<file path="config.mk">
export PLATFORM = sky130hd
export DESIGN_NAME = uart_frame_engine
export DESIGN_NICKNAME = d
export VERILOG_FILES = /design/src/rtl/uart_frame_engine.sv
export SDC_FILE = /design/constraint.sdc
export NUM_CORES = 1
export LEC_CHECK = 0
export CAP_MARGIN = 10
export CORE_MARGIN = 2
export CORE_UTILIZATION = 59
export DETAILED_ROUTE_END_ITERATION = 6
export DONT_BUFFER_PORTS = 1
export PLACE_DENSITY = 0.78
export SLEW_MARGIN = 20
export SYNTH_ARGS = -nofsm -noshare
export SYNTH_HDL_FRONTEND = slang
export SYNTH_SLANG_ARGS = --single-unit
</file>
<file path="constraint.sdc">
create_clock -name clk -period 3.5 [get_ports clk]
set_input_delay 0.35 -clock clk [delete_from_list [all_inputs] [get_ports clk]]
set_output_delay 0.35 -clock clk [all_outputs]
set_load 0.005 [all_outputs]
</file>
<file path="src/rtl/uart_frame_engine.sv">
module uart_frame_engine #(
  parameter int DIV_W = 16
) (
  input  logic             clk,
  input  logic             rst_n,
  input  logic [DIV_W-1:0] cfg_div,
  input  logic             cfg_fast,
  input  logic [1:0]       cfg_len,
  input  logic             cfg_par_en,
  input  logic             cfg_par_odd,
  input  logic             cfg_par_stick,
  input  logic             cfg_two_stop,
  input  logic             cfg_brk,
  input  logic [7:0]       tx_data,
  input  logic             tx_valid,
  output logic             tx_ready,
  output logic             txd,
  output logic             tx_busy,
  input  logic             rxd,
  output logic [7:0]       rx_data,
  output logic             rx_valid,
  output logic             rx_par_err,
  output logic             rx_frm_err,
  output logic             rx_brk
);
  localparam int FW = 12;

  typedef enum logic [1:0] {R_IDLE, R_START, R_BITS, R_WAIT} rx_st_t;

  function automatic logic par_of(input logic [7:0] d, input logic [7:0] m,
                                  input logic odd, input logic stick);
    return stick ? odd : ((^(d & m)) ^ odd);
  endfunction

  logic [DIV_W-1:0] div_lim;
  logic [3:0]       os_last, os_half, nd;
  logic [7:0]       dmask;

  assign div_lim = (cfg_div == '0) ? '0 : cfg_div - DIV_W'(1);
  assign os_last = cfg_fast ? 4'd7 : 4'd15;
  assign os_half = cfg_fast ? 4'd3 : 4'd7;
  assign nd      = {2'b00, cfg_len} + 4'd5;
  assign dmask   = 8'hFF >> (2'd3 - cfg_len);

  // transmitter
  logic [FW-1:0]    tx_sh, tx_frame;
  logic [3:0]       tx_left, tx_os, tx_count;
  logic [DIV_W-1:0] tx_pc;
  logic             tx_acc;

  assign tx_busy  = tx_left != 4'd0;
  assign tx_ready = !tx_busy && !cfg_brk;
  assign tx_acc   = tx_valid && tx_ready;
  assign txd      = tx_busy ? tx_sh[0] : !cfg_brk;
  assign tx_count = 4'd2 + nd + {3'b000, cfg_par_en} + {3'b000, cfg_two_stop};

  always_comb begin
    tx_frame    = '1;
    tx_frame[0] = 1'b0;
    for (int i = 0; i < 8; i++)
      if (4'(i) < nd) tx_frame[i+1] = tx_data[i];
    if (cfg_par_en)
      tx_frame[nd + 4'd1] = par_of(tx_data, dmask, cfg_par_odd, cfg_par_stick);
  end

  always_ff @(posedge clk) begin
    if (!rst_n) begin
      tx_sh   <= '1;
      tx_left <= '0;
      tx_os   <= '0;
      tx_pc   <= '0;
    end else if (tx_acc) begin
      tx_sh   <= tx_frame;
      tx_left <= tx_count;
      tx_os   <= '0;
      tx_pc   <= '0;
    end else if (tx_busy) begin
      if (tx_pc == div_lim) begin
        tx_pc <= '0;
        if (tx_os == os_last) begin
          tx_os   <= '0;
          tx_sh   <= {1'b1, tx_sh[FW-1:1]};
          tx_left <= tx_left - 4'd1;
        end else begin
          tx_os <= tx_os + 4'd1;
        end
      end else begin
        tx_pc <= tx_pc + DIV_W'(1);
      end
    end
  end

  // receiver
  rx_st_t           rx_st;
  logic             s1, s2;
  logic [DIV_W-1:0] rx_pc;
  logic [3:0]       rx_os, rx_idx, rx_last;
  logic [8:0]       rx_bits;
  logic [7:0]       rx_d;
  logic             rx_tick;

  assign rx_tick = rx_pc == div_lim;
  assign rx_last = nd + {3'b000, cfg_par_en};
  assign rx_d    = rx_bits[7:0] & dmask;

  always_ff @(posedge clk) begin
    if (!rst_n) begin
      s1 <= 1'b1;
      s2 <= 1'b1;
    end else begin
      s1 <= rxd;
      s2 <= s1;
    end
  end

  always_ff @(posedge clk) begin
    if (!rst_n) begin
      rx_st      <= R_IDLE;
      rx_pc      <= '0;
      rx_os      <= '0;
      rx_idx     <= '0;
      rx_bits    <= '0;
      rx_data    <= '0;
      rx_valid   <= 1'b0;
      rx_par_err <= 1'b0;
      rx_frm_err <= 1'b0;
      rx_brk     <= 1'b0;
    end else begin
      rx_valid <= 1'b0;
      if (rx_st == R_START || rx_st == R_BITS)
        rx_pc <= rx_tick ? '0 : rx_pc + DIV_W'(1);
      case (rx_st)
        R_IDLE: if (!s2) begin
          rx_st <= R_START;
          rx_pc <= '0;
          rx_os <= '0;
        end
        R_START: if (rx_tick) begin
          if (rx_os == os_half) begin
            rx_os  <= '0;
            rx_idx <= '0;
            rx_st  <= s2 ? R_IDLE : R_BITS;
          end else begin
            rx_os <= rx_os + 4'd1;
          end
        end
        R_BITS: if (rx_tick) begin
          if (rx_os == os_last) begin
            rx_os <= '0;
            if (rx_idx == rx_last) begin
              rx_valid   <= 1'b1;
              rx_data    <= rx_d;
              rx_par_err <= cfg_par_en &&
                            (rx_bits[nd] != par_of(rx_d, dmask, cfg_par_odd, cfg_par_stick));
              rx_frm_err <= !s2;
              rx_brk     <= !s2 && (rx_d == 8'h00) && !(cfg_par_en && rx_bits[nd]);
              rx_st      <= s2 ? R_IDLE : R_WAIT;
            end else begin
              rx_bits[rx_idx] <= s2;
              rx_idx          <= rx_idx + 4'd1;
            end
          end else begin
            rx_os <= rx_os + 4'd1;
          end
        end
        default: if (s2) rx_st <= R_IDLE;
      endcase
    end
  end


  start_low_chk: assert property (@(posedge clk) disable iff (!rst_n)
    $rose(tx_busy) |-> !txd);

  stop_high_chk: assert property (@(posedge clk) disable iff (!rst_n)
    $fell(tx_busy) |-> $past(txd));

  accept_busy_chk: assert property (@(posedge clk) disable iff (!rst_n)
    (tx_valid && tx_ready) |=> tx_busy);

  rx_pulse_chk: assert property (@(posedge clk) disable iff (!rst_n)
    rx_valid |=> !rx_valid);

  brk_flags_chk: assert property (@(posedge clk) disable iff (!rst_n)
    (rx_valid && rx_brk) |-> (rx_frm_err && rx_data == 8'h00));
endmodule

</file>
==> flow_metrics.tcl, run 1 <==
set metrics [dict create \
    seq_area_sq_um 1700 \
    grt_pass1_wl_mm 24.8 \
    numCtsBuffers 9 \
    power.switching_uw 639 \
    dp_slack_ns -0.0594 \
    path_cells "inv_1, ha_2, nor3b_2, nand4_1, buf_4, nor4_1, o311ai_0, nor4_1, o211a_1, and3_1, buf_4, mux2i_1, a21oi_1" \
    ys_warn_count 0 \
    cts-root-buf "clkbuf_8" \
    synth_seq_cells 85 \
    grt_pass1_vias 5320 \
    hold_viol 0 \
    grt_use_total_pct 27.1 \
    r2r_start "tx_pc[0]$_SDFFE_PP0P_" \
    drtIter0Drc 297 \
    synth.top_cells.by_area "dfxtp_1, nor2_1, ha_1, mux2i_1, xnor2_1" \
    synth_most_common_cell "nor2_1" \
    die_x_um 105 \
    vias_per_cell 6.15 \
    cap_viol_max_count 0 \
    n_antenna_cell 0 \
    post_cts_buffers 0 \
    synthesis.area_per_instance_sq_um 8.03 \
    placed_cells 872 \
    clock_path_buffers 2 \
    syn-num-nets 820 \
    insertion_delay_ns 0.37 \
    power_per_cell_area_nw_per_um2 318 \
    max_slew_margin_pct 36.9 \
    fillCellCount 835 \
    globalRouteOverflowTotal 0 \
    rsz0062_at_grt "no" \
    portBuffers 0 \
    synth_edf_count 0 \
    finalCritPeriodShare_pct 94.2 \
    setup_viol 0 \
    tritoncts "built" \
    io_pins 51 \
    skew_ns 0.00680 \
    fmax_mhz 303 \
    reg2reg_depth 10 \
    path_clk_slew_ns 0.09 \
    ant_nets 0 \
    syn-cell-area_sq_um 6050 \
    internal_power_uw 1410 \
    multi_input_area_sq_um 4060 \
    synth.top_cell.area_share_pct 28.1 \
    gp_congestion 0.949 \
    grt_max_degree 30 \
    cts.repair.resized 0 \
    r2r-end "tx_sh[9]$_SDFFE_PN1P_" \
    die_h_um 105 \
    share_seq_of_total_power_pct 50.0 \
    final_cells 888 \
    fin_nets 816 \
    ys_top_cells_by_count "nor2_1, dfxtp_1, nand2_1, a21oi_1, xnor2_1" \
    crit_required_ns 3.72 \
    irDropWorstVdd_v 0.000297 \
    endpoint_kind "flop" \
    seq_area_frac_synth_pct 28.1 \
    maxSlewViolCount 0 \
    netlist_instances 754 \
    p_comb_share_pct 18.2 \
    core_area_sq_um 9860 \
    ys_dominant_reg_cell "dfxtp_1" \
    slowest_stage "nor4_1" \
    cp.arrival_ns 3.51 \
    swShare_pct 31.3 \
    cp-start-kind "input port" \
    start_util_pct 61.4 \
    via_count 5458 \
    syn_to_final_growth_pct 6.43 \
    antenna_found_initial 0 \
    hp-start "rst_n" \
    ys_types 81 \
    cp_max_fo 13 \
    drc 0 \
    async_reset_ff_share_pct 0 \
    synth.largest_area_cell "dfxtp_1" \
    crit_type "in -> reg" \
    drt_pass1_iterations 5 \
    wl_per_cell_um 16.4 \
    whs_path_depth 1 \
    drive_above_1_share_pct 9.27 \
    fin_ws_ns 0.204 \
    hold_buffers 0 \
    holdPathEnd "s2$_SDFF_PN1_" \
    hold_class "in -> reg" \
    p_clk_share_pct 31.8 \
    p_leak_uw 0.00246 \
    dieArea_sq_um 11100 \
    tightest_slew_ns 0.943 \
    outcome "complete, no violations" \
    cts_htree_levels 3 \
    critical_path.max_stage_delay_ns 0.45 \
    timing.final.crit_period_ns 3.30 \
    postRouteWirelength_mm 14.6 \
    dp_hpwl_mm 11.0 \
    r2r_slack_ns 0.49 \
    clock_sinks 85 \
    row_count 36 \
]
==> final cells by class <==
type                            instances  share of cell area [%]
Multi-Input combinational cell        594                    63.0
Sequential cell                        85                    26.4
Timing Repair Buffer                   29                    3.57
Tap cell                              133                    2.58
Clock buffer                            9                    1.92
Inverter                               31                    1.81
Clock inverter                          7                   0.757
==> worst max-delay path: cells and delay by family <==
| kind | cells | cell delay (ns) |
|---|---|---|
| compound gates | 3 | 0.55 |
| fa+ha+maj | 1 | 0.21 |
| buf+inv | 3 | 0.56 |
| mux | 1 | 0.23 |
| simple gates | 5 | 1.61 |
==> cell families (layout without fill, tap and decap cells) <==
kind of cell             count (synthesis)  after routing  share of synthesized area (%)
AND/OR/NAND/NOR                        313            313                           27.3
AO/OA/AOI/OAI                          146            146                           16.5
flip-flops                              85             85                           28.1
buffers and inverters                   75             76                           5.27
XOR/XNOR                                69             69                           10.2
multiplexers                            36             36                           6.18
adder cells (fa/ha/maj)                 30             30                           6.45
==> flip-flops by register name (all words and copies together), names as in the netlist <==
name and cells:
rx_bits 9, rx_brk 1, rx_data 8, rx_frm_err 1, rx_idx 4, rx_os 4, rx_par_err 1, rx_pc 16
rx_st 2, rx_valid 1, s1 1, s2 1, tx_left 4, tx_os 4, tx_pc 16, tx_sh 12
==> worst max-delay path by stage <==
stage	from	to	cells after the start
3_3_place_gp	cfg_div[1]	rx_os[1]$_SDFFE_PN0P_	9
5_1_grt	cfg_div[0]	tx_sh[9]$_SDFFE_PN1P_	13
2_1_floorplan	cfg_div[0]	rx_os[0]$_SDFFE_PN0P_	14
3_5_place_dp	cfg_div[0]	tx_sh[9]$_SDFFE_PN1P_	13
6_report	cfg_div[0]	tx_sh[9]$_SDFFE_PN1P_	13
4_1_cts	cfg_div[0]	tx_sh[9]$_SDFFE_PN1P_	13
==> cell usage in the layout (no fill, tap or decap), drive strengths merged, types with 5 or more instances in the layout <==
cell	count
o21ai	29
mux2i	34
ha	28
nor2	94
nand2b	8
inv	33
nand2	44
clkbuf	9
nor4	19
buf	29
or4	5
nand3b	6
a21oi	38
nand3	33
xnor2	36
a21boi	5
and2	5
a31oi	6
o211ai	6
a21o	5
nor3	20
o21a	6
nand4	23
and3	14
dfxtp	85
or3	17
a211oi	7
xor2	32
==> stage by stage <==
step | util, % | total power (uW) | hold WS (ns) | setup TNS, ns | cell area (sq um)
finish | 65.3 | 2050 | 0.0527 | 0 | 6440
global route | 65.3 | 2150 | 0.0408 | 0 | 6440
CTS | 65.3 | 2060 | 0.0439 | 0 | 6440
detailed placement | 63.6 | 1410 | 0.412 | -0.237 | 6270
global placement | 63.6 | 1400 | 0.395 | 0 | 6270
floorplan | - | 1340 | 0.386 | 0 | 6080
==> per-layer routing <==
metal	global-route usage, %	routed length, um
met2	45.6	6890
met3	6.62	950
met4	7.71	221
met1	34.5	6530
met5	0	0
==> power groups by stage <==
stage / registers (uW) / logic [uW] / clock network [uW]
final: 1020 / 372 / 652
after global routing: 1030 / 417 / 703
after CTS: 1020 / 370 / 666
after detailed placement: 1040 / 368 / 0
after global placement: 1040 / 356 / 0
after floorplan: 1030 / 306 / 0
No activity file was read; power rests on OpenSTA's default activity.
==> run 2, diff against run 1 <==
--- a/config.mk
+++ b/config.mk
@@ -10,8 +10,11 @@
 export CORE_UTILIZATION = 59
 export DETAILED_ROUTE_END_ITERATION = 6
 export DONT_BUFFER_PORTS = 1
+export MAX_ROUTING_LAYER = met4
 export PLACE_DENSITY = 0.78
+export REMOVE_ABC_BUFFERS = 1
 export SLEW_MARGIN = 20
 export SYNTH_ARGS = -nofsm -noshare
 export SYNTH_HDL_FRONTEND = slang
 export SYNTH_SLANG_ARGS = --single-unit
+export TNS_END_PERCENT = 30
==> run 2 against run 1 <==
Compared with the run above: sequential power is essentially flat; first-iteration DRC count grew 6.4%; count of clock-buffer cells in the layout grew 3; clock power grew 15%; highest routed layer unchanged.
==> flow_metrics.tcl, run 2 (synthesized netlist as in run 1, its figures left out) <==
set metrics [dict create \
    outcome "complete, no violations" \
    critPathTopFamily "simple AND/OR/NAND/NOR gates" \
    wl_per_cell_um 16.8 \
    power_per_cell_area_nw_per_um2 330 \
    insertion_delay_ns 0.36 \
    path_buf_inv 2 \
    final_cells 890 \
    setup_viol 0 \
    cts.repair.resized 0 \
    grt_pass1_vias 5184 \
    slowest_stage "or4_4" \
    clock_path_buffers 2 \
    largestRegisters "rx_pc: 16 flops, tx_pc: 16 flops, tx_sh: 12 flops" \
    timing.final.crit_period_ns 3.12 \
    irDropWorstVdd_v 0.000291 \
    antenna_found_initial 0 \
    endpoint_kind "flop" \
    finalCritPeriodShare_pct 89.1 \
    fin_nets 818 \
    fin_area_sq_um 6500 \
    placed_cells 874 \
    hp-start "rst_n" \
    r2r-end "rx_os[0]$_SDFFE_PN0P_" \
    clock_sinks 85 \
    numCtsBuffers 9 \
    tightest_slew_ns 0.883 \
    cp.arrival_ns 3.36 \
    die_h_um 105 \
    drc 0 \
    drive_above_1_share_pct 8.59 \
    seq_area_sq_um 1700 \
    vias_per_cell 6.20 \
    core_area_sq_um 9860 \
    p_leak_uw 0.00247 \
    ant_nets 0 \
    cts-root-buf "clkbuf_8" \
    cp_max_fo 12 \
    die_x_um 105 \
    drtIter0Drc 316 \
    multi_input_area_sq_um 4030 \
    maxSlewViolCount 0 \
    syn_to_final_growth_pct 7.29 \
    skew_ns 0.00753 \
    r2r_start "rx_pc[3]$_SDFF_PN0_" \
    start_util_pct 61.4 \
    io_pins 51 \
    row_count 36 \
    critical_path.max_stage_delay_ns 0.57 \
    tritoncts "built" \
    via_count 5522 \
    postRouteWirelength_mm 15.0 \
    final_common_cell "nor2_1" \
    gp_congestion 0.935 \
    path_clk_slew_ns 0.08 \
    crit_required_ns 3.74 \
    cap_viol_max_count 0 \
    hold_viol 0 \
    max_slew_margin_pct 40.9 \
    fmax_mhz 320 \
    mostFrequentLayoutCells "nor2_1, dfxtp_1, nand2_1, a21oi_1, xnor2_1" \
    hold_class "in -> reg" \
    dp_hpwl_mm 11.3 \
    hold_buffers 0 \
    whs_path_depth 1 \
    cp-start-kind "input port" \
    grt_max_degree 30 \
    crit_type "in -> reg" \
    dieArea_sq_um 11100 \
    n_antenna_cell 0 \
    drt_pass1_iterations 5 \
    grt_use_total_pct 28.2 \
    r2r_slack_ns 0.74 \
    fillCellCount 830 \
    grt_pass1_wl_mm 24.9 \
    globalRouteOverflowTotal 0 \
    cts_htree_levels 3 \
    reg2reg_depth 9 \
    rsz0062_at_grt "no" \
    holdPathEnd "tx_sh[11]$_SDFFE_PN1P_" \
    place_area_sq_um 6290 \
    portBuffers 0 \
    path_cells "inv_1, ha_1, or3b_1, or3_1, o21bai_1, a32o_1, or4_4, nor4b_4, buf_4, nand4_1, mux2i_1, nor2_1" \
    post_cts_buffers 0 \
]
run 2: cell count changes in the layout (fill, tap and decap cells not counted), moves of 2 or more:
cell | previous run | this run
clkinv_2 | 3 | 1
clkbuf_1 | 0 | 3
inv_6 | 2 | 0
buf_12 | 1 | 3
bufinv_16 | 0 | 2
run 2: per-stage QoR:
step	setup TNS (ns)	total power [uW]	setup slack (ns)	utilization, %	hold slack (ns)
CTS	0	2150	0.412	65.9	0.0576
finish	0	2150	0.380	65.9	0.0745
global placement	0	1400	0.129	63.7	0.392
floorplan	-5.54	1310	-0.569	-	0.386
global route	0	2240	0.190	65.9	0.0604
detailed placement	0	1410	0.0466	63.7	0.404
run 2: area by class of cell:
type                       instances  share of cell area (%)
multi-input combinational        594                    62.1
sequential                        85                    26.2
timing repair buffer              31                    4.16
tap                              133                    2.56
clock buffer                      12                    2.08
inverter                          31                    1.79
clock inverter                     4                    1.12
run 2: worst max path at each step:
stage                     startpoint                       to  slack [ns]  cells past startpoint
after floorplan           cfg_div[0]  rx_par_err$_SDFFE_PN0P_       -0.57                     11
after global placement    cfg_div[0]    rx_os[0]$_SDFFE_PN0P_        0.13                     11
after detailed placement  cfg_div[0]    rx_os[0]$_SDFFE_PN0P_        0.05                     11
after CTS                 cfg_div[0]    rx_os[0]$_SDFFE_PN0P_        0.41                     11
after global routing      cfg_div[0]    tx_sh[9]$_SDFFE_PN1P_        0.19                     15
final                     cfg_div[0]  rx_bits[1]$_SDFFE_PN0P_        0.38                     12
run 2: power by group:
group,internal [uW],switching [uW]
clock network,402,349
registers,991,32.5
logic,154,217
run 2: metal layers:
layer | vias up | wire [um] | global-route usage, %
li1 | 2711 | - | -
met1 | 2578 | 6390 | 33.4
met2 | 201 | 7120 | 47.6
met3 | 32 | 1070 | 5.88
met4 | 0 | 395 | 9.43
met5 | - | 0 | -
run 2: worst register-to-register path: stages, from the launching register on:
cell and delay, ns:
dfxtp_1 0.51, xor2_1 0.22, xnor2_1 0.15, nand4b_1 0.18, a32oi_1 0.27, nand3_1 0.10
or3b_4 0.40, or2_1 0.30, or3_4 0.42, o21ai_1 0.14
